**src/rtl/sar_pkg.sv**
```systemverilog
`timescale 1ns/1ps
package sar_pkg;
  localparam int CNT_W = 6;

  typedef enum logic [1:0] {
    ST_IDLE  = 2'd0,
    ST_CONV  = 2'd1,
    ST_QUIET = 2'd2
  } sar_state_e;

  // Divider terminal count: period = 2^(1 + sel[2] + 2*sel[1:0])
  function automatic logic [CNT_W-1:0] div_limit(logic [2:0] sel);
    int unsigned e;
    e = 1 + int'(sel[2]) + 2 * int'(sel[1:0]);
    if (e > 6) e = 6;
    return CNT_W'((1 << e) - 1);
  endfunction
endpackage

```
**src/rtl/sar_tick_gen.sv**
```systemverilog
`timescale 1ns/1ps
module sar_tick_gen
  import sar_pkg::*;
#(
  parameter int SYNC_N = 2
) (
  input  logic       clk_i,
  input  logic       rst_ni,
  input  logic       run_i,
  input  logic [2:0] sel_i,
  input  logic       int_clk_i,
  output logic       tick_o
);
  logic [SYNC_N:0]   sync_q;
  logic [CNT_W-1:0]  cnt_q;
  logic [CNT_W-1:0]  lim;
  logic              use_int, div_tick, int_tick;

  always_ff @(posedge clk_i or negedge rst_ni)
    if (!rst_ni) sync_q <= '0;
    else         sync_q <= {sync_q[SYNC_N-1:0], int_clk_i};

  assign int_tick = sync_q[SYNC_N-1] & ~sync_q[SYNC_N];
  assign use_int  = &sel_i[1:0];
  assign lim      = div_limit(sel_i);
  assign div_tick = (cnt_q >= lim);

  // counter held at zero while idle so each conversion starts on a fixed phase
  always_ff @(posedge clk_i or negedge rst_ni)
    if (!rst_ni)                  cnt_q <= '0;
    else if (!run_i || div_tick)  cnt_q <= '0;
    else                          cnt_q <= cnt_q + 1'b1;

  assign tick_o = run_i & (use_int ? int_tick : div_tick);
endmodule

```
**src/rtl/sar_approx.sv**
```systemverilog
`timescale 1ns/1ps
module sar_approx #(
  parameter int RES_W = 10
) (
  input  logic             clk_i,
  input  logic             rst_ni,
  input  logic             start_i,
  input  logic             step_i,
  input  logic             cmp_i,
  output logic [RES_W-1:0] code_o,
  output logic [RES_W-1:0] decided_o,
  output logic             last_o
);
  localparam logic [RES_W-1:0] MSB = {1'b1, {(RES_W-1){1'b0}}};

  logic [RES_W-1:0] code_q, mask_q;

  assign decided_o = cmp_i ? code_q : (code_q & ~mask_q);
  assign last_o    = mask_q[0];
  assign code_o    = code_q;

  always_ff @(posedge clk_i or negedge rst_ni)
    if (!rst_ni) begin
      code_q <= '0;
      mask_q <= '0;
    end else if (start_i) begin
      code_q <= MSB;
      mask_q <= MSB;
    end else if (step_i) begin
      code_q <= decided_o | (mask_q >> 1);
      mask_q <= mask_q >> 1;
    end
endmodule

```
**src/rtl/sar_result_fmt.sv**
```systemverilog
`timescale 1ns/1ps
module sar_result_fmt #(
  parameter int RES_W  = 10,
  parameter int BYTE_W = 8
) (
  input  logic [RES_W-1:0]  res_i,
  input  logic              right_i,
  output logic [BYTE_W-1:0] hi_o,
  output logic [BYTE_W-1:0] lo_o
);
  localparam int PAD = 2 * BYTE_W - RES_W;

  logic [2*BYTE_W-1:0] word;

  assign word = right_i ? {{PAD{1'b0}}, res_i} : {res_i, {PAD{1'b0}}};
  assign hi_o = word[2*BYTE_W-1:BYTE_W];
  assign lo_o = word[BYTE_W-1:0];
endmodule

```
**src/rtl/sar_conv_ctrl.sv**
```systemverilog
`timescale 1ns/1ps
module sar_conv_ctrl
  import sar_pkg::*;
#(
  parameter int RES_W  = 10,
  parameter int BYTE_W = 8
) (
  input  logic              clk_i,
  input  logic              rst_ni,
  input  logic              go_set_i,
  input  logic              go_clr_i,
  input  logic [2:0]        clk_sel_i,
  input  logic              right_just_i,
  input  logic              irq_en_i,
  input  logic              flag_clr_i,
  input  logic              int_clk_i,
  input  logic              cmp_i,
  output logic [RES_W-1:0]  dac_code_o,
  output logic              sample_o,
  output logic              go_o,
  output logic [BYTE_W-1:0] res_hi_o,
  output logic [BYTE_W-1:0] res_lo_o,
  output logic              done_flag_o,
  output logic              irq_o
);
  sar_state_e       state_q;
  logic             pend_q, qcnt_q, flag_q;
  logic [RES_W-1:0] res_q, decided;
  logic             tick, last, busy, start, step, finish;

  assign busy   = (state_q == ST_CONV);
  assign start  = (state_q == ST_IDLE) & (go_set_i | pend_q) & ~go_clr_i;
  assign step   = busy & tick & ~go_clr_i;
  assign finish = step & last;

  sar_tick_gen u_tick (
    .clk_i    (clk_i),
    .rst_ni   (rst_ni),
    .run_i    (state_q != ST_IDLE),
    .sel_i    (clk_sel_i),
    .int_clk_i(int_clk_i),
    .tick_o   (tick)
  );

  sar_approx #(.RES_W(RES_W)) u_sar (
    .clk_i    (clk_i),
    .rst_ni   (rst_ni),
    .start_i  (start),
    .step_i   (step),
    .cmp_i    (cmp_i),
    .code_o   (dac_code_o),
    .decided_o(decided),
    .last_o   (last)
  );

  sar_result_fmt #(.RES_W(RES_W), .BYTE_W(BYTE_W)) u_fmt (
    .res_i  (res_q),
    .right_i(right_just_i),
    .hi_o   (res_hi_o),
    .lo_o   (res_lo_o)
  );

  always_ff @(posedge clk_i or negedge rst_ni)
    if (!rst_ni) begin
      state_q <= ST_IDLE;
      pend_q  <= 1'b0;
      qcnt_q  <= 1'b0;
      res_q   <= '0;
    end else begin
      case (state_q)
        ST_IDLE: begin
          pend_q <= 1'b0;
          if (start) state_q <= ST_CONV;
        end
        ST_CONV: begin
          if (go_clr_i) begin
            state_q <= ST_QUIET;
            qcnt_q  <= 1'b0;
          end else if (finish) begin
            state_q <= ST_QUIET;
            qcnt_q  <= 1'b0;
            res_q   <= decided;
          end
        end
        ST_QUIET: begin
          if (go_clr_i)      pend_q <= 1'b0;
          else if (go_set_i) pend_q <= 1'b1;
          if (tick) begin
            qcnt_q <= ~qcnt_q;
            if (qcnt_q) state_q <= ST_IDLE;
          end
        end
        default: state_q <= ST_IDLE;
      endcase
    end

  always_ff @(posedge clk_i or negedge rst_ni)
    if (!rst_ni)         flag_q <= 1'b0;
    else if (finish)     flag_q <= 1'b1;
    else if (flag_clr_i) flag_q <= 1'b0;

  assign sample_o    = (state_q == ST_IDLE);
  assign go_o        = busy | pend_q;
  assign done_flag_o = flag_q;
  assign irq_o       = flag_q & irq_en_i;
endmodule

```
**config.mk**
```make
export PLATFORM = sky130hd
export DESIGN_NAME = sar_conv_ctrl
export DESIGN_NICKNAME = d
export VERILOG_FILES = /design/src/rtl/sar_pkg.sv /design/src/rtl/sar_tick_gen.sv /design/src/rtl/sar_approx.sv /design/src/rtl/sar_result_fmt.sv /design/src/rtl/sar_conv_ctrl.sv
export SDC_FILE = /design/constraint.sdc
export NUM_CORES = 1
export LEC_CHECK = 0
export CAP_MARGIN = 20
export CORE_MARGIN = 2
export CORE_UTILIZATION = 31
export DETAILED_ROUTE_END_ITERATION = 8
export SKIP_CTS_REPAIR_TIMING = 1
export SLEW_MARGIN = 20
export SYNTH_ARGS = -nofsm -noshare
export SYNTH_HDL_FRONTEND = slang
export SYNTH_HIERARCHICAL = 1
export SYNTH_SLANG_ARGS = --single-unit
```
**constraint.sdc**
```tcl
create_clock -name clk_i -period 2.6 [get_ports clk_i]
set_input_delay 0.52 -clock clk_i [delete_from_list [all_inputs] [get_ports clk_i]]
set_output_delay 0.52 -clock clk_i [all_outputs]
set_load 0.01 [all_outputs]
```
=== Yosys cells after proc, flatten, opt, wreduce, memory -nomap -nowiden ===
Cells that the tools add are included.

* Div/mod/pow operators: 0
* Equality and inequality tests: 7
* Reduce and logical (&&, ||, !) cells: 13
* Multiply operators: 0
* Order comparisons: 2
* Bitwise gates (word level): 16
* $add $sub $neg: 4
* Shifts and indexed selects: 1
* Mux-type cells: 24

{| class="wikitable"
|+ Operators with widths
! cell !! number
|-
| 10-bit 2-to-1 mux || 5
|-
| 32-bit by 4-bit adder with 32-bit output || 1
|-
| 32-bit by 3-bit > comparator with 1-bit output, second input constant || 1
|-
| 32-bit 2-to-1 mux || 1
|-
| 1-bit by 32-bit left shift with 6-bit output, first input constant || 1
|-
| 16-bit 2-to-1 mux || 1
|-
| 10-bit bitwise AND || 1
|-
| 2-bit 2-to-1 mux || 5
|-
| 10-bit inverter || 1
|-
| 10-bit by 9-bit OR with 10-bit output || 1
|-
| 2-bit nonzero test || 5
|-
| 1-bit bitwise AND || 8
|-
| 1-bit 2-to-1 mux || 8
|-
| 6-bit by 1-bit adder with 6-bit output, second input constant || 1
|-
| 6-bit >= comparator || 1
|-
| 6-bit 2-to-1 mux || 1
|-
| 2-bit case mux with 3 select lines || 1
|-
| 3-bit AND reduction || 2
|-
| 6-bit by 2-bit subtractor with 6-bit output, second input constant || 1
|-
| 2-bit != test, second input constant || 2
|-
| 1-bit case mux with 2 select lines || 2
|-
| 2-bit AND reduction || 2
|-
| 4-bit AND reduction || 1
|-
| 3-bit by 2-bit != test with 1-bit output, second input constant || 1
|-
| other kinds (10) || 13
|}

* RAM bits: 0
* Register bits: 44
* Word-level logic and storage cells: 76
* Memory bits (read-only): 0
* Bits of input ports: 12
* Memories kept: 0
* Latch bits: 0

=== Longest topological paths before layout ===
Gate-level depths: netlist of the first run.

* Depth in word-level cells: 15
* Mapped depth: 18

=== Modules after synthesis ===
The synthesis of the first run kept the hierarchy.

{| class="wikitable"
|+ By module, submodules not included
! module !! times used !! seq. area each (um^2) !! cells an instance !! area an instance (um^2)
|-
| sar_approx || 1 || 500.5 || 87 || 1018.5
|-
| sar_conv_ctrl || 1 || 375.4 || 58 || 724.4
|-
| sar_tick_gen || 1 || 225.2 || 78 || 704.4
|-
| sar_result_fmt || 1 || 0.0 || 18 || 157.7
|}

=== Least setup slack after synthesis of the first run ===
Ideal clock, no wire load.

* Kind: in2reg
* From: in clk_sel_i[0]
* To: reg u_sar.code_q[3] (netlist: u_sar/code_o[3])
* Data arrival time: 3.288 ns
* Setup time: 0.096 ns
* Data required time: 2.504 ns
* Setup slack: -0.783 ns
* Stages on the path: 17
* Cells stage by stage: buf_4 inv_1 ha_1 inv_1 nand2_1 o21bai_1 ha_1 xnor2_1 ha_1 o2111ai_1 o21ai_0 o211a_1 nand2_1 nor3_1 clkbuf_4 nand2_1 a311oi_2

* Word-level cells in the longest chain between the ends: 11
* Elaborated cells on any way between the ends: 12

{| class="wikitable"
|+ Ends and longest elaborated chain
! item !! RTL line !! text
|-
| start, declared || sar_conv_ctrl.sv:12 || <nowiki>input logic [2:0] clk_sel_i,</nowiki>
|-
| 32-bit by 4-bit adder with 32-bit output || sar_pkg.sv:14 || <nowiki>e = 1 + int'(sel[2]) + 2 * int'(sel[1:0]);</nowiki>
|-
| 32-bit by 3-bit > comparator with 1-bit output || sar_pkg.sv:15 || <nowiki>if (e > 6) e = 6;</nowiki>
|-
| 32-bit 2-to-1 mux || sar_pkg.sv:15 ||
|-
| 1-bit by 32-bit left shift with 6-bit output || sar_pkg.sv:16 || <nowiki>return CNT_W'((1 << e) - 1);</nowiki>
|-
| 6-bit by 2-bit subtractor with 6-bit output || sar_pkg.sv:16 ||
|-
| 6-bit >= comparator || sar_tick_gen.sv:26 || <nowiki>assign div_tick = (cnt_q >= lim);</nowiki>
|-
| 1-bit 2-to-1 mux (*) || sar_tick_gen.sv:34 || <nowiki>assign tick_o = run_i & (use_int ? int_tick : div_tick);</nowiki>
|-
| 1-bit bitwise AND (*) || sar_tick_gen.sv:34 ||
|-
| net tick || sar_conv_ctrl.sv:29 || <nowiki>logic tick, last, busy, start, step, finish;</nowiki>
|-
| 1-bit bitwise AND (*) (2 in series) || sar_conv_ctrl.sv:33 || <nowiki>assign step = busy & tick & ~go_clr_i;</nowiki>
|-
| net step || sar_conv_ctrl.sv:29 ||
|-
| 2-bit nonzero test (no source line) (*) || - ||
|-
| end signal, assigned || sar_approx.sv:30 || <nowiki>code_q <= decided_o | (mask_q >> 1);</nowiki>
|-
| end, declared || sar_approx.sv:16 || <nowiki>logic [RES_W-1:0] code_q, mask_q;</nowiki>
|}

The timed path passes the listed nets; every way through them passes the cells marked *.
A chain may end at the register's enable or synchronous reset.

=== Final worst setup path of the first run ===
* From: in clk_sel_i[1]
* To: reg u_sar.code_q[7] (netlist: u_sar/code_o[7])

The elaborated chain is that of the path after synthesis.

==> results.tsv, run 1 <==
stage	metric	value	unit
run_status	status	finished with violations	
run_status	violations	setup timing	
critical_path	cpMostUsedCell	buf_6	
timing	finalSetupViolations	34	
layout	drive_above_1_share	41.7	%
synthesis	syn_area	2600	µm²
floorplan	row_count	33	
drt	first_iter_violations	103	
critical_path	crit_required	2.81	ns
floorplan	fp.dieH	95.7	µm
layout	final_cell_mix	44 x dfrtp_1, 37 x clkdlybuf4s50_1, 21 x buf_4, 18 x a21oi_2, 13 x mux2_4	
cts	clk_pin_slew_worst_paths	0.09	ns
synthesis	synthFlopType	dfrtp_1	
cts	cts_tree	done	
timing	post-route-period-util	113	%
drt	routedWlPerCell	13.7	µm
timing	maxSlewViolCount	0	
critical_path	worstSetupPathType	in -> reg	
placement	dp.cells	395	
critical_path	worstPathMaxFanout	7	
cts	htreeDepth	2	
global_route	grt_use_total	12.1	%
floorplan	start_util	31.9	%
power_and_ir_drop	seq_power_share	43.4	%
synthesis	yosys_warnings	6	
global_route	grt_pass1_wl	8790	µm
drt	avgViaCountPerCell	4.76	
cts	clock_sinks	44	
layout	area_growth	43.5	%
power_and_ir_drop	finalPower	1900	µW
critical_path	crit_arrival	3.15	ns
worst_hold_path	min_path_type	in -> async	
placement	routabilityCongestion	0.806	
timing	finClkSkew	0.0137	ns
run	drv_cap	0	
global_route	grt_pass1_vias	1813	
placement	dpl_cell_area	3250	µm²
power_and_ir_drop	combPwrFrac	27.7	%
critical_path	crit_path_top_delay_cell	a211o_1	
layout	nets	330	
synthesis	synth_area_leaders	dfrtp_1 42%, mux2_4 7.5%, a311oi_2 5.2%, ha_1 4.8%, a21oi_1 3.7%	
floorplan	die_w	95.7	µm
timing	hold_violations	0	
layout	fin_area	3740	µm²
timing	max_freq	341	MHz
drt	vias	1969	
timing	fin_crit	2.94	ns
power_and_ir_drop	leakage	0.00162	µW
floorplan	coreArea	8180	µm²
synthesis	synth_nets	263	
floorplan	ios	42	
drt	wl	5660	µm
timing	worst_pin_slew	0.444	ns
power_and_ir_drop	swShare	31.2	%
cts	cts-buffers-inserted	5	
layout	fillers	754	
synthesis	synth_top_area_share	42.3	%
timing	timing.final.ws_setup	-0.337	ns
global_route	antenna_found_initial	0	
timing	setup_tns	-8.95	ns
drt	ant_nets	0	
synthesis	async_flop_share	100	%
global_route	grt_max_degree	35	
critical_path	r2r_setup_slack	0.27	ns
timing	slew_headroom	70.4	%
critical_path	crit_path_start	clk_sel_i[1]	
placement	numPortBuffers	41	
power_and_ir_drop	clkPwrFrac	28.9	%
cts	clk_latency	0.30	ns
critical_path	r2r_cells	10	
critical_path	endpoint	u_sar/code_o[7]	
synthesis	avgSynthCellArea	10.8	µm²
placement	dp_hpwl	3810	µm
cts	clock_path_buffers	2	
critical_path	worstReg2RegEnd	state_q[0]	
timing	rsz0062_at_grt	true	
critical_path	start_kind	input port	
timing	holdWs	0.0768	ns
power_and_ir_drop	max-vdd-ir-drop	0.345	mV
cts	clock-root-buffer	clkbuf_8	
synthesis	synth_edf_count	0	
layout	layout.cells.non_filler	414	
critical_path	cpPeakStageDelay	0.29	ns
synthesis	synth_seq_area_share	42.3	%
synthesis	yosysTopAreaCell	dfrtp_1	
power_and_ir_drop	p_int	1310	µW
drt	post-route-drc-count	0	
layout	antenna_cells	0	
drt	drtPass1Iterations	5	
floorplan	die-area	9150	µm²
synthesis	syn_inst	241	
critical_path	regToRegStartpoint	u_tick/cnt_q[0]	
global_route	grt-ovfl-total	0	
power_and_ir_drop	power_density	508	nW/µm²
synthesis	ys_ff_latch	44	
power_and_ir_drop	switching_power	592	µW
critical_path	crit_chain	dlymetal6s2s_1 -> buf_6 -> and2_4 -> a211o_1 -> o2111ai_1 -> nand2_1 -> ha_4 -> o2111ai_2 -> o21ai_1 -> o211a_1 -> nand2_2 -> nor3_4 -> buf_6 -> buf_8 -> a21oi_2 -> a311oi_2	
layout	final_common_cell	dfrtp_1	
critical_path	critPathCaptureType	flop	
synthesis	ys_types	49	
## cell usage after synthesis (all sizes together) (2+ instances only)
cell type and count:
nand2 20, o22ai 2, inv 15, xnor2 3, nor2 12, o21ai 5, a21boi 10, clkbuf 2
mux2 14, a311oi 9, ha 10, dfrtp 44, nand3 3, nand2b 11, nor2b 7, buf 12
o211ai 2, a21oi 27, and2 8, nor3 3, xor2 3, a21o 4, o2111ai 2
## state kept, by name (all words and copies together), names as in the netlist
| signal | flops |
|---|---|
| state_q | 2 |
| u_sar/code_o | 10 |
| u_sar/mask_q | 10 |
| res_q | 10 |
| u_tick/sync_q | 3 |
| pend_q | 1 |
| qcnt_q | 1 |
| done_flag_o | 1 |
| u_tick/cnt_q | 6 |
## metal layers
metal / part of all wire, % / global-route usage (%) / vias up
li1: - / - / 984
met1: 49 / 17.8 / 949
met2: 47 / 18.1 / 32
met3: 3.0 / 2.69 / 4
met4: 0.88 / 2.98 / 0
met5: 0 / 0 / -
## worst max-delay path, delay by kind of cell
kind	cells	cell delay [ns]
and+or+nand+nor	4	0.60
adders and majority gates	1	0.29
AOI/OAI and AO/OA	7	1.18
buffers and inverters	4	0.56
## how the worst min path moves through the flow
| stage | endpoint | cells past startpoint | start | slack, ns |
|---|---|---|---|---|
| 4_1_cts | done_flag_o | 1 | rst_ni | 0.07 |
| 6_report | done_flag_o | 1 | rst_ni | 0.08 |
| 3_5_place_dp | u_tick/sync_q[1] | 0 | u_tick/sync_q[0] | 0.33 |
| 5_1_grt | done_flag_o | 1 | rst_ni | 0.08 |
| 2_1_floorplan | done_flag_o | 0 | rst_ni | 0.22 |
| 3_3_place_gp | u_tick/sync_q[1] | 0 | u_tick/sync_q[0] | 0.33 |
## power groups by stage
stage / sequential, µW / clock [µW] / combinational, µW
after detailed placement: 828 / 0 / 445
after global routing: 837 / 593 / 583
final: 825 / 549 / 525
after floorplan: 792 / 0 / 322
after CTS: 816 / 564 / 445
after global placement: 826 / 0 / 436
## kinds of logic after synthesis
group           synth area share [%]
simple gates                    14.9
fa+ha+maj                       4.80
flops                           42.3
buf+inv                         7.49
compound gates                  20.6
xor+xnor                        2.02
mux                             7.93
## cell type report
| type | instances | area, µm² | share of cell area (%) |
|---|---|---|---|
| Sequential cell | 44 | 1100 | 29.5 |
| Clock buffer | 6 | 82.6 | 2.21 |
| Timing Repair Buffer | 74 | 728 | 19.5 |
| Multi-Input combinational cell | 168 | 1590 | 42.6 |
| Tap cell | 105 | 131 | 3.52 |
| Clock inverter | 2 | 38.8 | 1.04 |
| Inverter | 15 | 63.8 | 1.71 |
## stage by stage
step	util, %	setup WS [ns]
2_1_floorplan	-	-0.510
4_1_cts	41.3	-1.07
3_3_place_gp	39.8	-1.33
6_report	45.7	-0.337
3_5_place_dp	39.8	-1.37
5_1_grt	45.7	-0.479
Note: power is estimated with default switching activity, not from simulation.
==> run 2, diff against run 1 <==
==> constraint.sdc (replaced) <==
create_clock -name clk_i -period 2.6 [get_ports clk_i]
set_input_delay 0.52 -clock clk_i [delete_from_list [all_inputs] [get_ports clk_i]]
set_output_delay 0.52 -clock clk_i [all_outputs]
set_load 0.1 [all_outputs]
==> results.tsv, run 2 (same netlist as run 1, synthesis figures left out) <==
stage	metric	value	unit	change
run_status	status	finished with violations		
run_status	violations	setup timing		
floorplan	die_w	95.7	µm	unchanged
drt	ant_nets	0		unchanged
global_route	grt_pass1_vias	1818		+0.28%
cts	clock-root-buffer	clkbuf_8		
cts	clk_pin_slew_worst_paths	0.08	ns	about the same
drt	wl	5670	µm	+0.28%
power_and_ir_drop	power_density	514	nW/µm²	+1.2%
timing	worst_pin_slew	0.361	ns	-0.0829 ns
floorplan	die-area	9150	µm²	unchanged
global_route	antenna_found_initial	0		unchanged
drt	avgViaCountPerCell	4.74		-0.34%
global_route	grt_use_total	12.0	%	-0.084 points
layout	area_growth	47.3	%	
floorplan	ios	42		unchanged
drt	routedWlPerCell	13.8	µm	+1.0%
power_and_ir_drop	clkPwrFrac	26.2	%	-2.7 points
placement	dpl_worst_slack	-1.31	ns	+0.0604 ns
timing	finClkSkew	0.00742	ns	-0.00627 ns
power_and_ir_drop	swShare	36.7	%	+5.6 points
layout	drive_above_1_share	49.3	%	+7.6 points
critical_path	crit_arrival	3.24	ns	+0.09 ns
power_and_ir_drop	combPwrFrac	32.2	%	+4.5 points
cts	cts_tree	done		
critical_path	crit_path_start	clk_sel_i[2]		
placement	dp_hpwl	3870	µm	+1.8%
placement	numPortBuffers	41		unchanged
drt	drtPass1Iterations	4		-1
cts	htreeDepth	2		unchanged
cts	cts-buffers-inserted	5		unchanged
floorplan	fp.dieH	95.7	µm	unchanged
power_and_ir_drop	leakage	0.00171	µW	+5.5%
run	drv_cap	0		unchanged
timing	maxSlewViolCount	0		unchanged
critical_path	worstSetupPathType	in -> reg		
power_and_ir_drop	switching_power	725	µW	+22%
timing	rsz0062_at_grt	true		
global_route	grt_max_degree	30		-14%
placement	routabilityCongestion	0.818		+1.5%
power_and_ir_drop	seq_power_share	41.6	%	-1.8 points
layout	nets	327		-0.91%
power_and_ir_drop	max-vdd-ir-drop	0.488	mV	+41%
drt	post-route-drc-count	0		unchanged
drt	met2_length	2690	µm	+2.0%
global_route	grt_pass1_wl	8740	µm	-0.55%
floorplan	row_count	33		unchanged
layout	final_cell_mix	44 x dfrtp_1, 34 x buf_4, 20 x buf_12, 14 x a21oi_2		
cts	clock_sinks	44		unchanged
layout	final_common_cell	dfrtp_1		
critical_path	start_kind	input port		
floorplan	coreArea	8180	µm²	unchanged
drt	highest_layer	met4		
layout	antenna_cells	0		unchanged
power_and_ir_drop	finalPower	1970	µW	+3.9%
drt	vias	1948		-1.1%
timing	post-route-period-util	117	%	+3.8 points
global_route	grt-ovfl-total	0		unchanged
cts	clock_path_buffers	2		unchanged
timing	timing.final.ws_setup	-0.434	ns	-0.0977 ns
worst_hold_path	min_path_type	in -> async		
drt	drt-met1-wl	2760	µm	-1.4%
floorplan	start_util	31.9	%	unchanged
layout	fillers	744		-1.3%
power_and_ir_drop	p_int	1250	µW	-4.5%
drt	met3_wirelength	206	µm	+22%
cts	clk_latency	0.30	ns	about the same
critical_path	crit_required	2.80	ns	about the same
timing	slew_headroom	75.8	%	+5.4 points
timing	hold_violations	0		unchanged
critical_path	worstPathMaxFanout	9		+2
critical_path	regToRegStartpoint	u_tick/cnt_q[0]		
drt	first_iter_violations	82		-20%
critical_path	critPathCaptureType	flop		
timing	fin_crit	3.03	ns	+0.0977 ns
timing	max_freq	330	MHz	-3.2%
timing	finalSetupViolations	34		unchanged
run 2: worst max-delay path: stages:
cell and delay, ns:
buf_4 0.13, ha_4 0.19, nand2_4 0.08, a21oi_2 0.03, or2_4 0.23, nand2_1 0.10
ha_4 0.21, ha_1 0.30, a211oi_2 0.32, o21ai_2 0.08, o211a_1 0.24, nand2_2 0.09
nor3_4 0.05, buf_6 0.13, nor2b_4 0.12, buf_12 0.15, a311oi_2 0.25
run 2: layer usage:
layer | GRT usage [%] | vias up
met5 | 0 | -
met3 | 2.37 | 3
met4 | 3.21 | 0
li1 | - | 970
met2 | 18.3 | 39
met1 | 17.5 | 936
run 2: path summary, 6_finish.rpt:
kind	endpoint	slack, ns	cells after the start
min in group clk_i	u_tick/sync_q[1]	0.35	0
max reg2reg	u_sar/code_o[4]	0.19	12
min	u_sar/code_o[6]	0.10	1
min reg2reg	u_tick/sync_q[1]	0.35	0
max	u_sar/code_o[4]	-0.43	17
max in group asynchronous	u_sar/mask_q[1]	1.94	2
run 2: final cells by class:
type | count | area [µm²] | share of cell area (%)
sequential | 44 | 1100 | 28.7
inverter | 15 | 63.8 | 1.66
timing repair buffer | 71 | 865 | 22.5
clock inverter | 2 | 35.0 | 0.913
multi-input combinational | 168 | 1570 | 40.9
clock buffer | 6 | 72.6 | 1.89
tap | 105 | 131 | 3.42
run 2: power by group through the flow:
stage / clock network, µW / registers, µW / logic [µW]
final: 517 / 822 / 635
after global routing: 552 / 831 / 692
after CTS: 532 / 820 / 590
after detailed placement: 0 / 832 / 588
after global placement: 0 / 829 / 577
after floorplan: 0 / 827 / 440
run 2: through the flow:
stage / utilization (%) / std cells / setup TNS [ns] / hold WS [ns] / area (µm²)
after CTS: 43.5 / 403 / -32.08 / 0.112 / 3560
after global placement: 42.2 / 395 / -41.22 / 0.334 / 3450
final: 46.9 / 411 / -11.05 / 0.102 / 3840
after detailed placement: 42.2 / 395 / -44.42 / 0.338 / 3450
after global routing: 46.9 / 411 / -15.71 / 0.112 / 3840
after floorplan: - / 241 / -15.03 / 0.224 / 2720
